`config.mk`:
```
export PLATFORM = sky130hd
export DESIGN_NAME = cyc3_seq
export DESIGN_NICKNAME = d
export VERILOG_FILES = /design/src/rtl/cyc3_pkg.sv /design/src/rtl/cyc3_seq_ctrl.sv /design/src/rtl/cyc3_seq_dlatch.sv /design/src/rtl/cyc3_seq_swdec.sv /design/src/rtl/cyc3_seq.sv
export SDC_FILE = /design/constraint.sdc
export NUM_CORES = 1
export LEC_CHECK = 0
export ABC_AREA = 1
export BUFFER_PORTS_ARGS = -buffer_cell sky130_fd_sc_hd__buf_2
export CAP_MARGIN = 40
export CORE_AREA = 2 2 60 56
export DETAILED_ROUTE_END_ITERATION = 16
export DIE_AREA = 0 0 62 58
export GPL_TIMING_DRIVEN = 0
export PLACE_DENSITY = 0.64
export SLEW_MARGIN = 20
export SYNTH_ARGS = -nofsm -noshare
export SYNTH_HDL_FRONTEND = slang
export SYNTH_SLANG_ARGS = --single-unit
```
`constraint.sdc`:
```
create_clock -name clk -period 1.67 [get_ports clk]
set_input_delay 0 -clock clk [delete_from_list [all_inputs] [get_ports clk]]
set_output_delay 0 -clock clk [all_outputs]
set_load 0.03 [all_outputs]
```
`src/rtl/cyc3_pkg.sv`:
```
// Shared types for the three-capacitor cyclic converter sequencer.
// Assumes: comparator pair is thermometer-like but may be inconsistent;
// the high comparator wins.
package cyc3_pkg;

    typedef enum logic [1:0] {
        ST_IDLE = 2'd0,
        ST_INIT = 2'd1,
        ST_GAP  = 2'd2,
        ST_AMP  = 2'd3
    } seq_state_t;

    localparam logic [1:0] SEL_LOW  = 2'b00;
    localparam logic [1:0] SEL_MID  = 2'b01;
    localparam logic [1:0] SEL_HIGH = 2'b10;

    // Map the two comparator outputs to a three-level reference select.
    function automatic logic [1:0] decide(input logic hi, input logic lo);
        if (hi)
            return SEL_HIGH;
        else if (lo)
            return SEL_MID;
        else
            return SEL_LOW;
    endfunction

endpackage

```
`src/rtl/cyc3_seq_ctrl.sv`:
```
// Phase sequencer core: walks idle -> init -> (gap -> amplify)* -> gap -> idle.
// A single down-counter times both phases and gaps.
// Assumes: gap_len is stable during a conversion; 0 is treated as 1.
module cyc3_seq_ctrl
    import cyc3_pkg::*;
#(
    parameter int PHASE_CYC = 4,
    parameter int N_DEC     = 14,
    parameter int GAP_W     = 4
) (
    input  logic             clk,
    input  logic             rst_n,
    input  logic             start,
    input  logic [GAP_W-1:0] gap_len,
    output seq_state_t       state,
    output logic             odd_ph,
    output logic             sample_now
);

    localparam int TMR_MAX = (PHASE_CYC > (1 << GAP_W)) ? PHASE_CYC : (1 << GAP_W);
    localparam int TMR_W   = $clog2(TMR_MAX);
    localparam int STEP_W  = $clog2(N_DEC);
    localparam logic [TMR_W-1:0]  PH_LOAD   = TMR_W'(PHASE_CYC - 1);
    localparam logic [STEP_W-1:0] LAST_STEP = STEP_W'(N_DEC - 1);

    logic [TMR_W-1:0]  tmr;
    logic [STEP_W-1:0] step;
    logic [TMR_W-1:0]  gap_load;

    // Gap reload value, forcing a minimum of one cycle.
    always_comb begin
        if (gap_len == '0)
            gap_load = '0;
        else
            gap_load = TMR_W'(gap_len) - 1'b1;
    end

    // Comparator sampling instant: last cycle of a switch-active phase.
    always_comb begin
        sample_now = ((state == ST_INIT) || (state == ST_AMP)) && (tmr == '0);
    end

    // State, timer, step count and even/odd parity update.
    always_ff @(posedge clk) begin
        if (!rst_n) begin
            state  <= ST_IDLE;
            tmr    <= '0;
            step   <= '0;
            odd_ph <= 1'b0;
        end else begin
            case (state)
                ST_IDLE: begin
                    if (start) begin
                        state  <= ST_INIT;
                        tmr    <= PH_LOAD;
                        step   <= '0;
                        odd_ph <= 1'b0;
                    end
                end
                ST_INIT, ST_AMP: begin
                    if (tmr == '0) begin
                        state <= ST_GAP;
                        tmr   <= gap_load;
                        if (state == ST_AMP)
                            step <= step + 1'b1;
                    end else begin
                        tmr <= tmr - 1'b1;
                    end
                end
                ST_GAP: begin
                    if (tmr == '0) begin
                        if (step == LAST_STEP) begin
                            state <= ST_IDLE;
                        end else begin
                            state  <= ST_AMP;
                            tmr    <= PH_LOAD;
                            odd_ph <= step[0];
                        end
                    end else begin
                        tmr <= tmr - 1'b1;
                    end
                end
                default: state <= ST_IDLE;
            endcase
        end
    end

endmodule

```
`src/rtl/cyc3_seq_dlatch.sv`:
```
// Decision latch: captures the comparator pair at the end of a phase and
// holds the reference select until the next capture; pulses a strobe.
// Assumes: comparators are settled in the cycle flagged by sample_now.
module cyc3_seq_dlatch
    import cyc3_pkg::*;
(
    input  logic       clk,
    input  logic       rst_n,
    input  logic       sample_now,
    input  logic       cmp_hi,
    input  logic       cmp_lo,
    output logic [1:0] dac_sel,
    output logic       dec_valid
);

    // Latch the decision and raise the strobe in the same cycle.
    always_ff @(posedge clk) begin
        if (!rst_n) begin
            dac_sel   <= SEL_MID;
            dec_valid <= 1'b0;
        end else begin
            dec_valid <= sample_now;
            if (sample_now)
                dac_sel <= decide(cmp_hi, cmp_lo);
        end
    end

endmodule

```
`src/rtl/cyc3_seq_swdec.sv`:
```
// Switch decoder: turns the sequencer state into phase flags and
// per-capacitor switch enables; all low outside an active phase.
// Assumes: state and parity come straight from registers (glitch-free).
module cyc3_seq_swdec
    import cyc3_pkg::*;
(
    input  seq_state_t state,
    input  logic       odd_ph,
    output logic [2:0] phase_en,
    output logic       c1_in,
    output logic       c2_in,
    output logic       c1_fb,
    output logic       c2_dac,
    output logic       c2_res,
    output logic       c3_dac,
    output logic       c3_res
);

    logic ph_init, ph_even, ph_odd;

    // Phase flags from state and parity.
    always_comb begin
        ph_init  = (state == ST_INIT);
        ph_even  = (state == ST_AMP) && !odd_ph;
        ph_odd   = (state == ST_AMP) &&  odd_ph;
        phase_en = {ph_odd, ph_even, ph_init};
    end

    // Capacitor roles per phase.
    always_comb begin
        c1_in  = ph_init;
        c2_in  = ph_init;
        c1_fb  = ph_even | ph_odd;
        c2_dac = ph_even;
        c3_res = ph_even;
        c3_dac = ph_odd | ph_init;
        c2_res = ph_odd;
    end

endmodule

```
`src/rtl/cyc3_seq.sv`:
```
// Top of the three-capacitor cyclic converter sequencer.
// Connects the phase controller, switch decoder and decision latch.
// Assumes: start is a single-cycle tick; gap_len is held per conversion.
module cyc3_seq
    import cyc3_pkg::*;
#(
    parameter int PHASE_CYC = 4,
    parameter int N_DEC     = 14,
    parameter int GAP_W     = 4
) (
    input  logic             clk,
    input  logic             rst_n,
    input  logic             start,
    input  logic [GAP_W-1:0] gap_len,
    input  logic             cmp_hi,
    input  logic             cmp_lo,
    output logic [2:0]       phase_en,
    output logic             c1_in,
    output logic             c2_in,
    output logic             c1_fb,
    output logic             c2_dac,
    output logic             c2_res,
    output logic             c3_dac,
    output logic             c3_res,
    output logic [1:0]       dac_sel,
    output logic             dec_valid
);

    seq_state_t state;
    logic       odd_ph;
    logic       sample_now;

    cyc3_seq_ctrl #(
        .PHASE_CYC (PHASE_CYC),
        .N_DEC     (N_DEC),
        .GAP_W     (GAP_W)
    ) u_ctrl (
        .clk        (clk),
        .rst_n      (rst_n),
        .start      (start),
        .gap_len    (gap_len),
        .state      (state),
        .odd_ph     (odd_ph),
        .sample_now (sample_now)
    );

    cyc3_seq_swdec u_swdec (
        .state    (state),
        .odd_ph   (odd_ph),
        .phase_en (phase_en),
        .c1_in    (c1_in),
        .c2_in    (c2_in),
        .c1_fb    (c1_fb),
        .c2_dac   (c2_dac),
        .c2_res   (c2_res),
        .c3_dac   (c3_dac),
        .c3_res   (c3_res)
    );

    cyc3_seq_dlatch u_dlatch (
        .clk        (clk),
        .rst_n      (rst_n),
        .sample_now (sample_now),
        .cmp_hi     (cmp_hi),
        .cmp_lo     (cmp_lo),
        .dac_sel    (dac_sel),
        .dec_valid  (dec_valid)
    );

endmodule

```
==> results of run 1 <==
==> cell usage after synthesis <==
| cell | instances |
|---|---|
| nand2_1 | 25 |
| a21oi_2 | 2 |
| nor2_1 | 12 |
| or2_0 | 1 |
| dfxtp_1 | 14 |
| o21ai_1 | 2 |
| o22ai_1 | 1 |
| xor2_1 | 1 |
| or2_1 | 1 |
| buf_4 | 5 |
| ha_1 | 10 |
| clkinv_2 | 1 |
| nand4_1 | 1 |
| nand3_1 | 11 |
| o21ai_0 | 3 |
| nand4_2 | 1 |
| nand3b_1 | 1 |
| nor2_4 | 2 |
| xnor2_1 | 2 |
| a211oi_1 | 1 |
| o211ai_1 | 2 |
| o21ai_2 | 1 |
| nor2_2 | 4 |
| o21a_1 | 1 |
| a31o_2 | 1 |
| inv_1 | 17 |
| nand2_4 | 3 |
| a21oi_1 | 7 |
| inv_2 | 4 |
==> area by class of cell <==
| class | instances | share of cell area |
|---|---|---|
| tap | 42 | 0.04175 |
| clock buffer | 4 | 0.02883 |
| buffer | 5 | 0.02982 |
| inverter | 22 | 0.06660 |
| sequential | 14 | 0.2237 |
| timing repair buffer | 27 | 0.1252 |
| multi-input combinational | 96 | 0.4841 |
==> layer usage <==
layer | global-route usage | wire (um) | up-vias
li1 | - | - | 498
met1 | 0.1580 | 948 | 409
met2 | 0.2054 | 967 | 24
met3 | 0.02009 | 96 | 4
met4 | 0.07295 | 35 | 0
met5 | 0 | 0 | -
==> cell families after synthesis <==
logic type	Yosys count
simple gates	62
fa+ha+maj	10
buf+inv	27
flops	14
compound gates	21
xor+xnor	3
==> what timing repair did <==
action	CTS	global route
hold endpoints to repair	2	0
hold buffers	3	0
setup buffers	0	3
setup endpoints to repair	0	6
gates resized for setup	0	4
==> worst paths after layout <==
path / from / end / slack [ns] / cells past startpoint
max: u_ctrl.state[1] / u_ctrl.step[3] / 0.13 / 10
min: start / u_ctrl.tmr[3] / 0.03 / 4
max reg2reg: u_ctrl.state[1] / u_ctrl.step[3] / 0.13 / 10
min reg2reg: u_dlatch.dac_sel[0] / u_dlatch.dac_sel[0] / 0.47 / 2
==> stage by stage <==
stage / cell area (um2) / worst slack (ns)
after floorplan: 998.5 / 0.07563
after global placement: 1156 / 0.09954
after detailed placement: 1156 / 0.07209
after CTS: 1222 / 0.03742
after global routing: 1259 / 0.001987
final: 1259 / 0.1336
==> where the power goes <==
part	leakage, nW	total (mW)	internal [mW]	switching [mW]
logic	0.498	1.39	0.515	0.871
registers	0.115	0.487	0.426	0.0611
clock network	0.0210	0.260	0.133	0.127
==> sequential cells by signal (all words and copies together), names as in the netlist <==
signal / count
u_dlatch.dac_sel: 2
u_ctrl.state: 2
u_ctrl.odd_ph: 1
u_ctrl.step: 4
u_ctrl.tmr: 4
u_dlatch.dec_valid: 1
==> worst max-delay path, cell delays in order, from the launching register on <==
cell and delay, ns:
dfxtp_2 0.37, inv_1 0.06, ha_2 0.21, nor2_4 0.17, inv_2 0.10, nand2_4 0.10
nand2_4 0.06, clkinv_2 0.07, nand4_2 0.07, xor2_1 0.16, nor2_1 0.06
==> out/qor.txt, run 1 <==
RUN STATUS
-----------------------------------------------------------------------------------------------------------------
Run status                                                                                              completed

GLOBAL ROUTE
-----------------------------------------------------------------------------------------------------------------
Overflow left after global routing                                                                              0
Number of global-route vias before repair                                                                     827
Global routing usage summed across all routing layers                                                      0.1277
First-pass GRT wire length                                                                               3.443 mm
Antenna violations before repair                                                                                0
Pin count of the biggest net entering global routing                                                            9

DRT
-----------------------------------------------------------------------------------------------------------------
Count of antenna-violating nets left after detailed routing                                                     0
Initial DRC Count                                                                                              28
Total number of vias                                                                                          935
WL final                                                                                                 2.047 mm
Number of iterations in the first detailed-routing pass                                                         4
DR WL/cell                                                                                               9.748 um
Via/cell ratio                                                                                              4.452
DRC violations left                                                                                             0

FLOORPLANNING
-----------------------------------------------------------------------------------------------------------------
Die span in y                                                                                               58 um
Width of the die                                                                                            62 um
CORE AREA                                                                                            0.002972 mm2
Starting density of the core                                                                               0.3360
Number of placed I/O pins                                                                                      22
Area enclosed by the die boundary                                                                    0.003596 mm2
Site row count                                                                                                 19

CELLS AND AREA
-----------------------------------------------------------------------------------------------------------------
Fin nets                                                                                                      188
Commonest non-fill, non-tap cell in the layout                                                            nand2_1
Syn-to-layout area delta                                                                                   26.07%
Sequential cell area in the final layout                                                                281.5 um2
Total inserted antenna cells                                                                                    0
Final Instance Count excl. Fillers                                                                            210
Layout cells sized above 1                                                                                 0.3214
Fraction of the core area covered by cells at the end of the flow                                          0.4236
Fillers                                                                                                       301
Footprint of the multi-input gates                                                                      609.3 um2
Commonest cells after routing, fill and taps aside                                                   nand2_1 (25), buf_2 (21), inv_1 (17)

PWR
-----------------------------------------------------------------------------------------------------------------
Power density cells                                                                                   1695 mW/mm2
Reported leakage power                                                                                  0.6345 nW
Peak supply drop                                                                                        0.3741 mV
Pwr Total                                                                                                2.133 mW

TIMING
-----------------------------------------------------------------------------------------------------------------
Worst max-slew margin expressed relative to the limit                                                      0.8156
Max Freq                                                                                                650.9 MHz
Pins over their slew limit                                                                                      0
Accumulated negative setup slack                                                                             0 ns
Final critical path time including I/O delays and setup                                                  1.536 ns
Max Clock Skew                                                                                        0.007810 ns
Final Hold Viols                                                                                                0
Setup Viol. Count Final                                                                                         0
RSZ-0062 raised after global routing                                                                        false
Hold Slack                                                                                             0.02653 ns
Final period util                                                                                          0.9200
Measured slew at the worst slew-check pin                                                               0.2748 ns

PLACEMENT
-----------------------------------------------------------------------------------------------------------------
Last weighted congestion value of the routability-driven placer                                            0.7691
Input/output buffers                                                                                           21
Placed wire-length estimate after detailed placement                                                     1.589 mm
Instance count after placement with tap cells included                                                        200

CLOCKING
-----------------------------------------------------------------------------------------------------------------
Cts bufs inserted                                                                                               3
CTS H-Tree Depth                                                                                                1
Clock latency at the later pin of the worst-skew pair                                                     0.29 ns
Clock root buffer master                                                                                 clkbuf_4
Clock tree from TritonCTS                                                                                     yes
Worst-path clk slew                                                                                       0.10 ns
Sinks on Clock Net                                                                                             14
Clock Path Buffers                                                                                              2

LOGIC SYNTHESIS
-----------------------------------------------------------------------------------------------------------------
Number of different library cells in the post-synthesis netlist                                                29
Syn Inst Count                                                                                                137
Cell accounting for the most synthesized area                                                             dfxtp_1
Synth area leaders                                                                                   dfxtp_1 (28%), ha_1 (13%), nand2_1 (9.4%)
Mapped Nets                                                                                                   156
Synthesized-area fraction occupied by ao, oa, aoi and oai cells                                            0.1316
Parity-gate share of the synthesized area counting xor and xnor cells                                     0.02632
Post-synthesis instance area                                                                            998.5 um2
Combinational family with the most area after synthesis                                              simple AND/OR/NAND/NOR gates
Synthesized-area fraction occupied by and/or/nand/nor cells                                                0.3145
Number of register bits inferred by synthesis                                                                  14
Post-synthesis area per instance                                                                        7.288 um2
Portion of the post-synthesis area used by sequential elements                                             0.2807
Mux contribution to synthesized area                                                                            0
Arithmetic-cell share of the synthesized area counting full adders, half adders and majority gates         0.1253
Area share of the largest cell type after synthesis                                                        0.2807
Warnings from Yosys                                                                                             0

SETUP PATH
-----------------------------------------------------------------------------------------------------------------
Nature of the critical path endpoint                                                                    flip-flop
Required time at the endpoint of the critical path                                                        1.85 ns
Launching element type of the critical path                                                             flip-flop
Critical Setup Path Class                                                                                 reg2reg
Peak fanout along the critical path                                                                             5
Critical path arrival                                                                                     1.71 ns

HOLD PATH
-----------------------------------------------------------------------------------------------------------------
Hold crit path type                                                                                        in2reg

FLOW RUN
-----------------------------------------------------------------------------------------------------------------
Max capacitance violation total                                                                                 0

(Power assumes the default switching activity.)
==> run 2, diff against run 1 <==
- clock period: 1.67 -> 1.7 ns (I/O delays scaled with it)
==> run 2 against run 1 <==
Core utilization is 0.76 points lower. Die area unchanged. Sequential power fell by 2%. Global-route usage did not move. Wire length decreased by 0.29%. Critical endpoint unchanged. Critical path type unchanged. Critical path depth did not move. Non-clock buffer count shrank 3. Register-to-register slack about the same. Via count decreased by 1.2%. Clock-buffer cell count unchanged. Cell count fell by 1.4%.
==> out/qor.txt, run 2 (synthesis results as in run 1) <==
DRT
--------------------------------------------------------------------------------
Via/cell ratio                                                             4.464
Count of antenna-violating nets left after detailed routing                    0
DR WL/cell                                                              9.860 um
DRC violations left                                                            0
WL final                                                                2.041 mm
Total number of vias                                                         924
Initial DRC Count                                                             31
Number of iterations in the first detailed-routing pass                        4

TIMING
--------------------------------------------------------------------------------
Final period util                                                         0.9177
Pins over their slew limit                                                     0
Max Freq                                                               641.0 MHz
RSZ-0062 raised after global routing                                       false
Worst max-slew margin expressed relative to the limit                     0.8149
Measured slew at the worst slew-check pin                              0.2758 ns
Accumulated negative setup slack                                            0 ns
Max Clock Skew                                                       0.009901 ns
Hold Slack                                                            0.02074 ns
Setup Viol. Count Final                                                        0
Smallest setup slack after layout                                      0.1398 ns
Final Hold Viols                                                               0
Final critical path time including I/O delays and setup                 1.560 ns

PLACEMENT
--------------------------------------------------------------------------------
Last weighted congestion value of the routability-driven placer           0.7691
Instance count after placement with tap cells included                       200
Placed wire-length estimate after detailed placement                    1.589 mm
Pre-CTS WS                                                             0.1021 ns
Total cell area at the placement stage                              0.001156 mm2
Input/output buffers                                                          21

PWR
--------------------------------------------------------------------------------
Peak supply drop                                                       0.3349 mV
Reported leakage power                                                 0.6193 nW
Power density cells                                                  1649 mW/mm2
Pwr Total                                                               2.038 mW

SETUP PATH
--------------------------------------------------------------------------------
Launching element type of the critical path                            flip-flop
Peak fanout along the critical path                                            7
Nature of the critical path endpoint                                   flip-flop
Required time at the endpoint of the critical path                       1.87 ns
Critical Setup Path Class                                                reg2reg
Critical path arrival                                                    1.73 ns

FLOORPLANNING
--------------------------------------------------------------------------------
Width of the die                                                           62 um
Area enclosed by the die boundary                                   0.003596 mm2
Site row count                                                                19
CORE AREA                                                           0.002972 mm2
Starting density of the core                                              0.3360
Number of placed I/O pins                                                     22
Die span in y                                                              58 um

GLOBAL ROUTE
--------------------------------------------------------------------------------
Global routing usage summed across all routing layers                     0.1277
Overflow left after global routing                                             0
First-pass GRT wire length                                              3.443 mm
Number of global-route vias before repair                                    827
Antenna violations before repair                                               0
Pin count of the biggest net entering global routing                           9

CLOCKING
--------------------------------------------------------------------------------
CTS H-Tree Depth                                                               1
Clock tree from TritonCTS                                                    yes
Clock latency at the later pin of the worst-skew pair                    0.29 ns
Worst-path clk slew                                                      0.10 ns
Clock root buffer master                                                clkbuf_4
Cts bufs inserted                                                              3
Clock Path Buffers                                                             2
Sinks on Clock Net                                                            14

CELLS AND AREA
--------------------------------------------------------------------------------
Commonest non-fill, non-tap cell in the layout                           nand2_1
Commonest cells after routing, fill and taps aside                  nand2_1 (25), buf_2 (21), inv_1 (17)
Syn-to-layout area delta                                                  23.81%
Final Instance Count excl. Fillers                                           207
Largest registers in the final layout                               u_ctrl.step: 4 flops, u_ctrl.tmr: 4 flops
Fin nets                                                                     185
Fraction of the core area covered by cells at the end of the flow         0.4160
Final cell area excluding filler cells                              0.001236 mm2
Total inserted antenna cells                                                   0
Layout cells sized above 1                                                0.3091

HOLD PATH
--------------------------------------------------------------------------------
Hold crit path type                                                       in2reg

FLOW RUN
--------------------------------------------------------------------------------
Max capacitance violation total                                                0

RUN STATUS
--------------------------------------------------------------------------------
Run status                                                             completed

[run 2: worst paths after layout]
kind	from	to	slack, ns	cells after the start
max reg2reg	u_ctrl.state[0]	u_ctrl.step[3]	0.14	10
min reg2reg	u_dlatch.dac_sel[0]	u_dlatch.dac_sel[0]	0.47	2
min	start	u_ctrl.tmr[3]	0.02	4
max	u_ctrl.state[0]	u_ctrl.step[3]	0.14	10
[run 2: cell type report]
cell class	count	area, um2
Buffer	5	37.54
Clock buffer	4	36.28
Fill cell	304	1735
Inverter	22	83.83
Multi-Input combinational cell	96	609.3
Sequential cell	14	281.5
Tap cell	42	52.55
Timing Repair Buffer	24	135.1
[run 2: metal layers]
| metal | global-route usage | wire [um] | share of wire | vias up |
|---|---|---|---|---|
| met2 | 0.2054 | 976 | 0.48 | 23 |
| met4 | 0.07295 | 37 | 0.018 | 0 |
| met3 | 0.02009 | 75 | 0.037 | 4 |
| met1 | 0.1580 | 952 | 0.47 | 405 |
| met5 | 0 | 0 | 0 | - |
| li1 | - | - | - | 492 |
[run 2: repair_timing]
item	CTS	global route
gates resized for setup	0	4
hold buffers	3	0
endpoints found under the hold margin	2	0
setup buffers	0	0
setup endpoints to repair	0	6
[run 2: worst max-delay path: stages, from the launching register on]
cell and delay (ns):
dfxtp_1 0.37, inv_1 0.08, ha_1 0.23, inv_2 0.15, nor2_4 0.07, nor2_4 0.12
nand2_4 0.07, clkinv_2 0.07, nand4_2 0.07, xor2_1 0.16, nor2_1 0.06
[run 2: report_power, final]
part	internal (mW)	total [mW]	switching, mW	leakage [nW]
Combinational	0.456	1.30	0.848	0.483
Clock	0.130	0.255	0.125	0.0210
Sequential	0.418	0.479	0.0609	0.115
Total	1.00	2.04	1.03	0.619
